===== config.mk =====
export PLATFORM = sky130hd
export DESIGN_NAME = rep_add_mul
export DESIGN_NICKNAME = d
export VERILOG_FILES = /design/src/rtl/rep_add_mul_pkg.sv /design/src/rtl/rep_add_mul_ctrl.sv /design/src/rtl/rep_add_mul_dpath.sv /design/src/rtl/rep_add_mul.sv
export SDC_FILE = /design/constraint.sdc
export NUM_CORES = 1
export LEC_CHECK = 0
export BUFFER_PORTS_ARGS = -buffer_cell sky130_fd_sc_hd__buf_4
export CELL_PAD_IN_SITES_DETAIL_PLACEMENT = 1
export CELL_PAD_IN_SITES_GLOBAL_PLACEMENT = 1
export CORE_MARGIN = 3
export CORE_UTILIZATION = 43
export DETAILED_ROUTE_END_ITERATION = 8
export GPL_TIMING_DRIVEN = 0
export PLACE_DENSITY_LB_ADDON = 0.1
export SLEW_MARGIN = 40
export SYNTH_ARGS = -nofsm -noshare
export SYNTH_HDL_FRONTEND = slang
export SYNTH_SLANG_ARGS = --single-unit

===== constraint.sdc =====
create_clock -name clk_i -period 3.2 [get_ports clk_i]
set_input_delay 0.16 -clock clk_i [delete_from_list [all_inputs] [get_ports clk_i]]
set_output_delay 0.16 -clock clk_i [all_outputs]
set_load 0.03 [all_outputs]

===== src/rtl/rep_add_mul_pkg.sv =====
package rep_add_mul_pkg;

  typedef enum logic [1:0] {
    ST_IDLE  = 2'd0,
    ST_ZERO  = 2'd1,
    ST_SETUP = 2'd2,
    ST_ADD   = 2'd3
  } ctl_state_e;

  typedef enum logic [1:0] {
    RSEL_HOLD = 2'd0,
    RSEL_CLR  = 2'd1,
    RSEL_ADD  = 2'd2
  } r_sel_e;

  typedef enum logic [1:0] {
    NSEL_HOLD = 2'd0,
    NSEL_LOAD = 2'd1,
    NSEL_DEC  = 2'd2
  } n_sel_e;

endpackage


===== src/rtl/rep_add_mul_ctrl.sv =====
module rep_add_mul_ctrl
  import rep_add_mul_pkg::*;
(
  input  logic   clk_i,
  input  logic   rst_ni,
  input  logic   start_i,
  input  logic   opnd_zero_i,
  input  logic   cnt_last_i,
  output logic   ready_o,
  output logic   a_ld_o,
  output r_sel_e r_sel_o,
  output n_sel_e n_sel_o
);

  ctl_state_e state_q, state_d;

  always_ff @(posedge clk_i or negedge rst_ni) begin
    if (!rst_ni) state_q <= ST_IDLE;
    else         state_q <= state_d;
  end

  always_comb begin
    state_d = state_q;
    a_ld_o  = 1'b0;
    r_sel_o = RSEL_HOLD;
    n_sel_o = NSEL_HOLD;
    ready_o = 1'b0;
    unique case (state_q)
      ST_IDLE: begin
        ready_o = 1'b1;
        if (start_i) begin
          a_ld_o  = 1'b1;
          r_sel_o = RSEL_CLR;
          n_sel_o = NSEL_LOAD;
          state_d = opnd_zero_i ? ST_ZERO : ST_SETUP;
        end
      end
      // zero operand: product already cleared, one cycle back to idle
      ST_ZERO:  state_d = ST_IDLE;
      ST_SETUP: state_d = ST_ADD;
      ST_ADD: begin
        r_sel_o = RSEL_ADD;
        n_sel_o = NSEL_DEC;
        if (cnt_last_i) state_d = ST_IDLE;
      end
      default: state_d = ST_IDLE;
    endcase
  end

endmodule


===== src/rtl/rep_add_mul_dpath.sv =====
module rep_add_mul_dpath
  import rep_add_mul_pkg::*;
#(
  parameter int OP_W   = 8,
  parameter int PROD_W = 2 * OP_W
) (
  input  logic              clk_i,
  input  logic              rst_ni,
  input  logic [OP_W-1:0]   a_i,
  input  logic [OP_W-1:0]   b_i,
  input  logic              a_ld_i,
  input  r_sel_e            r_sel_i,
  input  n_sel_e            n_sel_i,
  output logic              opnd_zero_o,
  output logic              cnt_last_o,
  output logic [PROD_W-1:0] prod_o
);

  logic [OP_W-1:0]   a_q;
  logic [OP_W-1:0]   n_q, n_d, n_dec;
  logic [PROD_W-1:0] r_q, r_d, r_sum;

  assign n_dec = n_q - OP_W'(1);
  assign r_sum = r_q + PROD_W'(a_q);

  // status to controller
  assign opnd_zero_o = (a_i == '0) || (b_i == '0);
  assign cnt_last_o  = (n_dec == '0);

  always_comb begin
    unique case (n_sel_i)
      NSEL_LOAD: n_d = b_i;
      NSEL_DEC:  n_d = n_dec;
      default:   n_d = n_q;
    endcase
  end

  always_comb begin
    unique case (r_sel_i)
      RSEL_CLR: r_d = '0;
      RSEL_ADD: r_d = r_sum;
      default:  r_d = r_q;
    endcase
  end

  always_ff @(posedge clk_i or negedge rst_ni) begin
    if (!rst_ni) begin
      a_q <= '0;
      n_q <= '0;
      r_q <= '0;
    end else begin
      if (a_ld_i) a_q <= a_i;
      n_q <= n_d;
      r_q <= r_d;
    end
  end

  assign prod_o = r_q;

endmodule


===== src/rtl/rep_add_mul.sv =====
module rep_add_mul
  import rep_add_mul_pkg::*;
#(
  parameter int OP_W   = 8,
  parameter int PROD_W = 2 * OP_W
) (
  input  logic              clk_i,
  input  logic              rst_ni,
  input  logic              start_i,
  input  logic [OP_W-1:0]   a_i,
  input  logic [OP_W-1:0]   b_i,
  output logic              ready_o,
  output logic [PROD_W-1:0] prod_o
);

  logic   a_ld, opnd_zero, cnt_last;
  r_sel_e r_sel;
  n_sel_e n_sel;

  rep_add_mul_ctrl u_ctrl (
    .clk_i       (clk_i),
    .rst_ni      (rst_ni),
    .start_i     (start_i),
    .opnd_zero_i (opnd_zero),
    .cnt_last_i  (cnt_last),
    .ready_o     (ready_o),
    .a_ld_o      (a_ld),
    .r_sel_o     (r_sel),
    .n_sel_o     (n_sel)
  );

  rep_add_mul_dpath #(
    .OP_W   (OP_W),
    .PROD_W (PROD_W)
  ) u_dpath (
    .clk_i       (clk_i),
    .rst_ni      (rst_ni),
    .a_i         (a_i),
    .b_i         (b_i),
    .a_ld_i      (a_ld),
    .r_sel_i     (r_sel),
    .n_sel_i     (n_sel),
    .opnd_zero_o (opnd_zero),
    .cnt_last_o  (cnt_last),
    .prod_o      (prod_o)
  );

endmodule


Word level (Yosys, flattened, before mapping)
Index checks and enable logic that the tools add are counted.
{"block": "totals", "output_inout_bits": 17, "latch_bits": 0, "ramBits": 0, "mem_bits_ro": 0, "register_bits": 34, "n_memories": 0, "input_bits": 19}
{"block": "op_classes", "bitwise_logic": 0, "div_mod_pow": 0, "order_cmp": 0, "n_reduce_logical": 7, "n_shift": 0, "addsub": 2, "multipliers": 0, "mux": 11, "eq_ne": 7}
{"cell": "$pmux W16 S2", "n": 1}
{"cell": "$logic_not A8 Y1", "n": 3}
{"cell": "$add A16 B8 Y16", "n": 1}
{"cell": "$pmux W8 S2", "n": 1}
{"cell": "$pmux W2 S4", "n": 1}
{"cell": "$sub A8 B1 Y8 const B", "n": 1}
{"cell": "$eq A2 B2 Y1 const B", "n": 3}
{"cell": "$mux W2", "n": 3}
{"cell": "$eq A2 B1 Y1 const B", "n": 2}
{"cell": "$mux W1", "n": 4}
{"cell": "$ne A2 B2 Y1 const B", "n": 2}
{"cell": "$pmux W2 S2", "n": 1}
{"cell": "$logic_not A2 Y1", "n": 1}
{"cell": "$reduce_and A2 Y1", "n": 1}
{"cell": "$reduce_bool A2 Y1", "n": 1}
{"cell": "$logic_or A1 B1 Y1", "n": 1}

Depth between registers and ports, before layout
{"block": "logic_depth", "depth_word": 5, "ltp_mapped": 10, "ltp_nobuf": 9}

Cells and area by module
A second synthesis with hierarchy kept.
{"block": "unflattened", "cells_unflattened": 238, "hier_area_um2": 2204.6}
{"mod": "rep_add_mul_dpath", "cells_per_inst": 218, "n_inst": 1, "area_per_inst_um2": 2011.9, "seq_area_each_um2": 800.8}
{"mod": "rep_add_mul_ctrl", "cells_per_inst": 20, "n_inst": 1, "area_per_inst_um2": 192.7, "seq_area_each_um2": 50.0}

Least setup slack after synthesis
No wires, ideal clock.
{"block": "synth_path", "path_type": "reg-to-reg", "from": "reg u_ctrl.state_q[0]", "to": "reg u_dpath.r_q[10], in the netlist u_dpath.prod_o[10]", "path_buffers": 2, "setup_slack_ns": 0.422, "arrival_time_ns": 2.675, "setup_ns": 0.104, "path_stages_with_launch": 10, "period_less_slack_ns": 2.778, "required_time_ns": 3.096, "path_cell_list": "dfrtp_1 -> inv_1 -> ha_1 -> nand2_1 -> or2_2 -> ha_1 -> clkbuf_1 -> buf_1 -> a21oi_1 -> a221oi_1"}
{"block": "synth_between", "elab_chain_len": 4, "elab_cells_between_ends": 7, "classes_between": "eq/ne: 3; mux: 2; reduce/logical: 2"}
{"element": "start: declaration", "line": "rep_add_mul_ctrl.sv:15", "rtl": "ctl_state_e state_q, state_d;"}
{"element": "start signal: assignment", "line": "rep_add_mul_ctrl.sv:19", "rtl": "else state_q <= state_d;"}
{"element": "$eq A2 B2 Y1 / $logic_not A2 Y1 (equally long branches)", "line": "rep_add_mul_ctrl.sv:28", "rtl": "unique case (state_q)"}
{"element": "$pmux W2 S2 *", "line": "rep_add_mul_ctrl.sv:28"}
{"element": "$eq A2 B2 Y1 / $eq A2 B1 Y1 (equally long branches)", "line": "rep_add_mul_dpath.sv:39", "rtl": "unique case (r_sel_i)"}
{"element": "$pmux W16 S2 / $reduce_bool A2 Y1 (equally long branches)"}
{"element": "end signal: assignment", "line": "rep_add_mul_dpath.sv:54", "rtl": "r_q <= r_d;"}
{"element": "end: declaration", "line": "rep_add_mul_dpath.sv:21", "rtl": "logic [PROD_W-1:0] r_q, r_d, r_sum;"}
Every way passes the cells marked *; elsewhere a longest branch is shown, timed or not.
A chain may end at the register's enable or synchronous reset.

Worst setup path in the final report
{"block": "layout_path", "from": "reg u_ctrl.state_q[0]", "to": "reg u_dpath.r_q[14], in the netlist u_dpath.prod_o[14]"}
The elaborated chain is that of the path after synthesis.

==> results.toml <==
[status]
outcome = "finished clean"

[placement]
post-place-cells = 332
buffer_ports.inserted = 35
placement.setup.worst_slack_ps = 21.5
half_perimeter_wire_length_after_placement_um = 4210
final_weighted_congestion_in_routability_driven_placement = 0.783

[layout]
fraction_of_final_layout_cells_sized_beyond_drive_strength_1_pct = 22.0
final_cell_count_without_fillers = 340
insertedDiodeCount = 0
area_growth_syn_to_layout_pct = 19.9
fillers = 591
nets = 307
final_util_pct = 54.6

[yosys]
synth.avg_cell_area_um2 = 9.54
synth.largest_area_cell = "sky130_fd_sc_hd__dfrtp_1"
list_of_most_frequent_post_synthesis_cells = "sky130_fd_sc_hd__dfrtp_1, sky130_fd_sc_hd__nand2_1, sky130_fd_sc_hd__a21oi_1"
synth_cell_types = 56
ys_seq_area_share_pct = 38.8
synth_most_common_cell = "sky130_fd_sc_hd__dfrtp_1"
synthesis.nets = 264
netlist_instances = 230
synth_edf_count = 0
synth-seq-cells = 34
synth-warning-count = 0
async_reset_ff_share_pct = 100
mappedNetlistArea_mm2 = 0.00219
yosys.area.top_type_share_pct = 38.8
netlist_top_cells_area = "sky130_fd_sc_hd__dfrtp_1, sky130_fd_sc_hd__ha_1, sky130_fd_sc_hd__mux2_2, sky130_fd_sc_hd__a21oi_1, sky130_fd_sc_hd__nand2_1"
ys_dominant_reg_cell = "sky130_fd_sc_hd__dfrtp_1"

[clock_network]
cts.sinks = 34
clk_root_buffer_cell = "sky130_fd_sc_hd__clkbuf_8"
ctsLongestPathBuffers = 2
cts_tree = "done"
insertion_delay_ps = 290
htreeDepth = 2
cts_inserted_buffers = 5
clock_pin_slew_of_the_registers_on_the_worst_case_setup_and_hold_paths_ps = 70
post-cts-setup-buffers = 0

[grt]
grt_pass1_vias = 1984
antenna_found_initial = 0
grt_max_degree = 35
globalRouteOverflowTotal = 0
global_route.usage.total_pct = 20.1
grt_first_pass_wirelength_um = 9720

[worst_setup_path]
timing_worst_setup_path_type = "register to register"
worst_setup_path_end_kind = "register"
timing.critical_path.fanout_max = 10
startpoint_type = "register"
arrival_ps = 3060
required_ps = 3370
ff2ff_path_depth = 9
critical_path.reg2reg.endpoint = "u_dpath.prod_o[14]"
critical_path.reg2reg.startpoint = "u_ctrl.state_q[0]"
setup.reg_to_reg.worst_slack_ps = 310

[floorplanning]
die_w_um = 77.4
dieArea_mm2 = 0.00599
floorplan.rows = 25
die_h_um = 77.4
placeableCoreArea_mm2 = 0.00482
floorplan.io_pins = 36
initial_core_utilization_pct = 45.5

[detailed_routing]
dr_vias = 1939
drt-vias-per-instance = 5.70
finalWirelength_um = 5720
final_antenna_net_count = 0
drt-pass1-iter-count = 4
remaining_drc_errors = 0
count_of_routing_violations_after_the_opening_detailed_route_iteration = 71
drt-wirelength-per-cell_um = 16.8

[sta]
tightest_slew_ps = 528
clock_skew_ps = 7.07
final-max-slew-violation-count = 0
setup_violations = 0
fin_crit_sh_pct = 90.2
relSlewSlack_pct = 64.8
finalHoldViolations = 0
timing.final.ws_setup_ps = 313
finalSetupTns_ps = 0
timing.final.crit_period_ps = 2890
achievable-frequency_mhz = 346
rsz0062_at_grt = "false"

[worst_hold_path]
min_delay_path_depth = 2
hold_path_end = "u_dpath.a_q[3]"
min-delay-path-class = "primary input to register"
min-delay-start = "a_i[3]"

[pwr]
total_leakage_power_nw = 1.19
post-layout-total-power_w = 0.00223
irDropWorstVdd_uv = 416
power-per-cell-area_mw_per_mm2 = 847

[run]
count_of_max_cap_constraint_violations = 0
-- registers in the layout, summed over array words and instances (netlist names) --
register,cells
u_ctrl.state_q,2
u_dpath.a_q,8
u_dpath.prod_o,16
u_dpath.n_q,8
-- per-layer routing --
metal / global-route usage [%] / share of wire [%]
met1: 27.2 / 48
met2: 33.1 / 48
met3: 3.94 / 3.0
met4: 4.80 / 0.94
met5: 0 / 0
-- layout make-up --
type / count / area (um^2) / area share [%]
well taps: 67 / 83.8 / 3.19
multi-input cells: 173 / 1250 / 47.5
repair buffers: 36 / 273 / 10.4
clock buffers: 7 / 76.3 / 2.90
inverters: 15 / 56.3 / 2.14
plain buffers: 8 / 41.3 / 1.57
flip-flops and latches: 34 / 851 / 32.4
-- critical path, stage by stage (launching register included) --
cell	delay, ps
sky130_fd_sc_hd__dfrtp_1	360
sky130_fd_sc_hd__inv_1	80
sky130_fd_sc_hd__ha_1	280
sky130_fd_sc_hd__nand2_1	350
sky130_fd_sc_hd__or2_2	200
sky130_fd_sc_hd__ha_1	300
sky130_fd_sc_hd__clkbuf_1	400
sky130_fd_sc_hd__clkbuf_1	430
sky130_fd_sc_hd__a21oi_1	90
sky130_fd_sc_hd__a221oi_1	290
-- per-stage QoR --
stage                     hold slack [ps]  instance area (um^2)
after floorplan                      -136                  2190
after global placement                140                  2540
after detailed placement              140                  2540
after CTS                             111                  2630
after global routing                  111                  2630
final                                 116                  2630
-- worst max path at each step --
stage | end | slack [ps] | depth (start not counted) | startpoint
finish | u_dpath.prod_o[14] | 310 | 9 | u_ctrl.state_q[0]
global placement | u_dpath.prod_o[14] | 140 | 9 | u_ctrl.state_q[0]
global route | u_dpath.prod_o[14] | 20 | 9 | u_ctrl.state_q[0]
floorplan | u_dpath.prod_o[10] | 420 | 9 | u_ctrl.state_q[0]
detailed placement | u_dpath.prod_o[14] | 20 | 9 | u_ctrl.state_q[0]
CTS | u_dpath.n_q[3] | 120 | 9 | u_ctrl.state_q[0]
-- cells by family (layout without fill, tap and decap cells) --
group / Yosys count / after routing / synth area share [%]
multiplexers: 10 / 10 / 5.02
AND/OR/NAND/NOR: 71 / 71 / 17.3
adder cells (fa/ha/maj): 15 / 15 / 8.90
buffers and inverters: 23 / 66 / 4.28
flip-flops: 34 / 34 / 38.8
XOR/XNOR: 5 / 5 / 2.00
AO/OA/AOI/OAI: 72 / 72 / 23.7
-- placed cells by master (no fill, tap or decap), types with 6 or more instances in the layout --
| cell type | Yosys | routed |
|---|---|---|
| sky130_fd_sc_hd__buf_4 | 0 | 35 |
| sky130_fd_sc_hd__dfrtp_1 | 34 | 34 |
| sky130_fd_sc_hd__nand2_1 | 21 | 21 |
| sky130_fd_sc_hd__a21oi_1 | 17 | 17 |
| sky130_fd_sc_hd__inv_1 | 15 | 15 |
| sky130_fd_sc_hd__ha_1 | 14 | 14 |
| sky130_fd_sc_hd__nor2_1 | 12 | 12 |
| sky130_fd_sc_hd__o21ai_1 | 9 | 9 |
| sky130_fd_sc_hd__mux2_2 | 8 | 8 |
| sky130_fd_sc_hd__clkbuf_1 | 5 | 6 |
| sky130_fd_sc_hd__nand3_1 | 6 | 6 |
-- what timing repair did --
item                                    in CTS  in global routing
hold endpoints to repair                    34                  0
hold buffers                                 1                  0
resized for setup                            1                  3
endpoints found under the setup margin       1                 14
-- power breakdown --
group / leakage [nW] / internal (W) / switching [W]
logic: 0.723 / 0.000507 / 0.000723
clock network: 0.0383 / 0.000150 / 0.000153
registers: 0.430 / 0.000574 / 0.000122
Power figures use the tool's default switching activity.
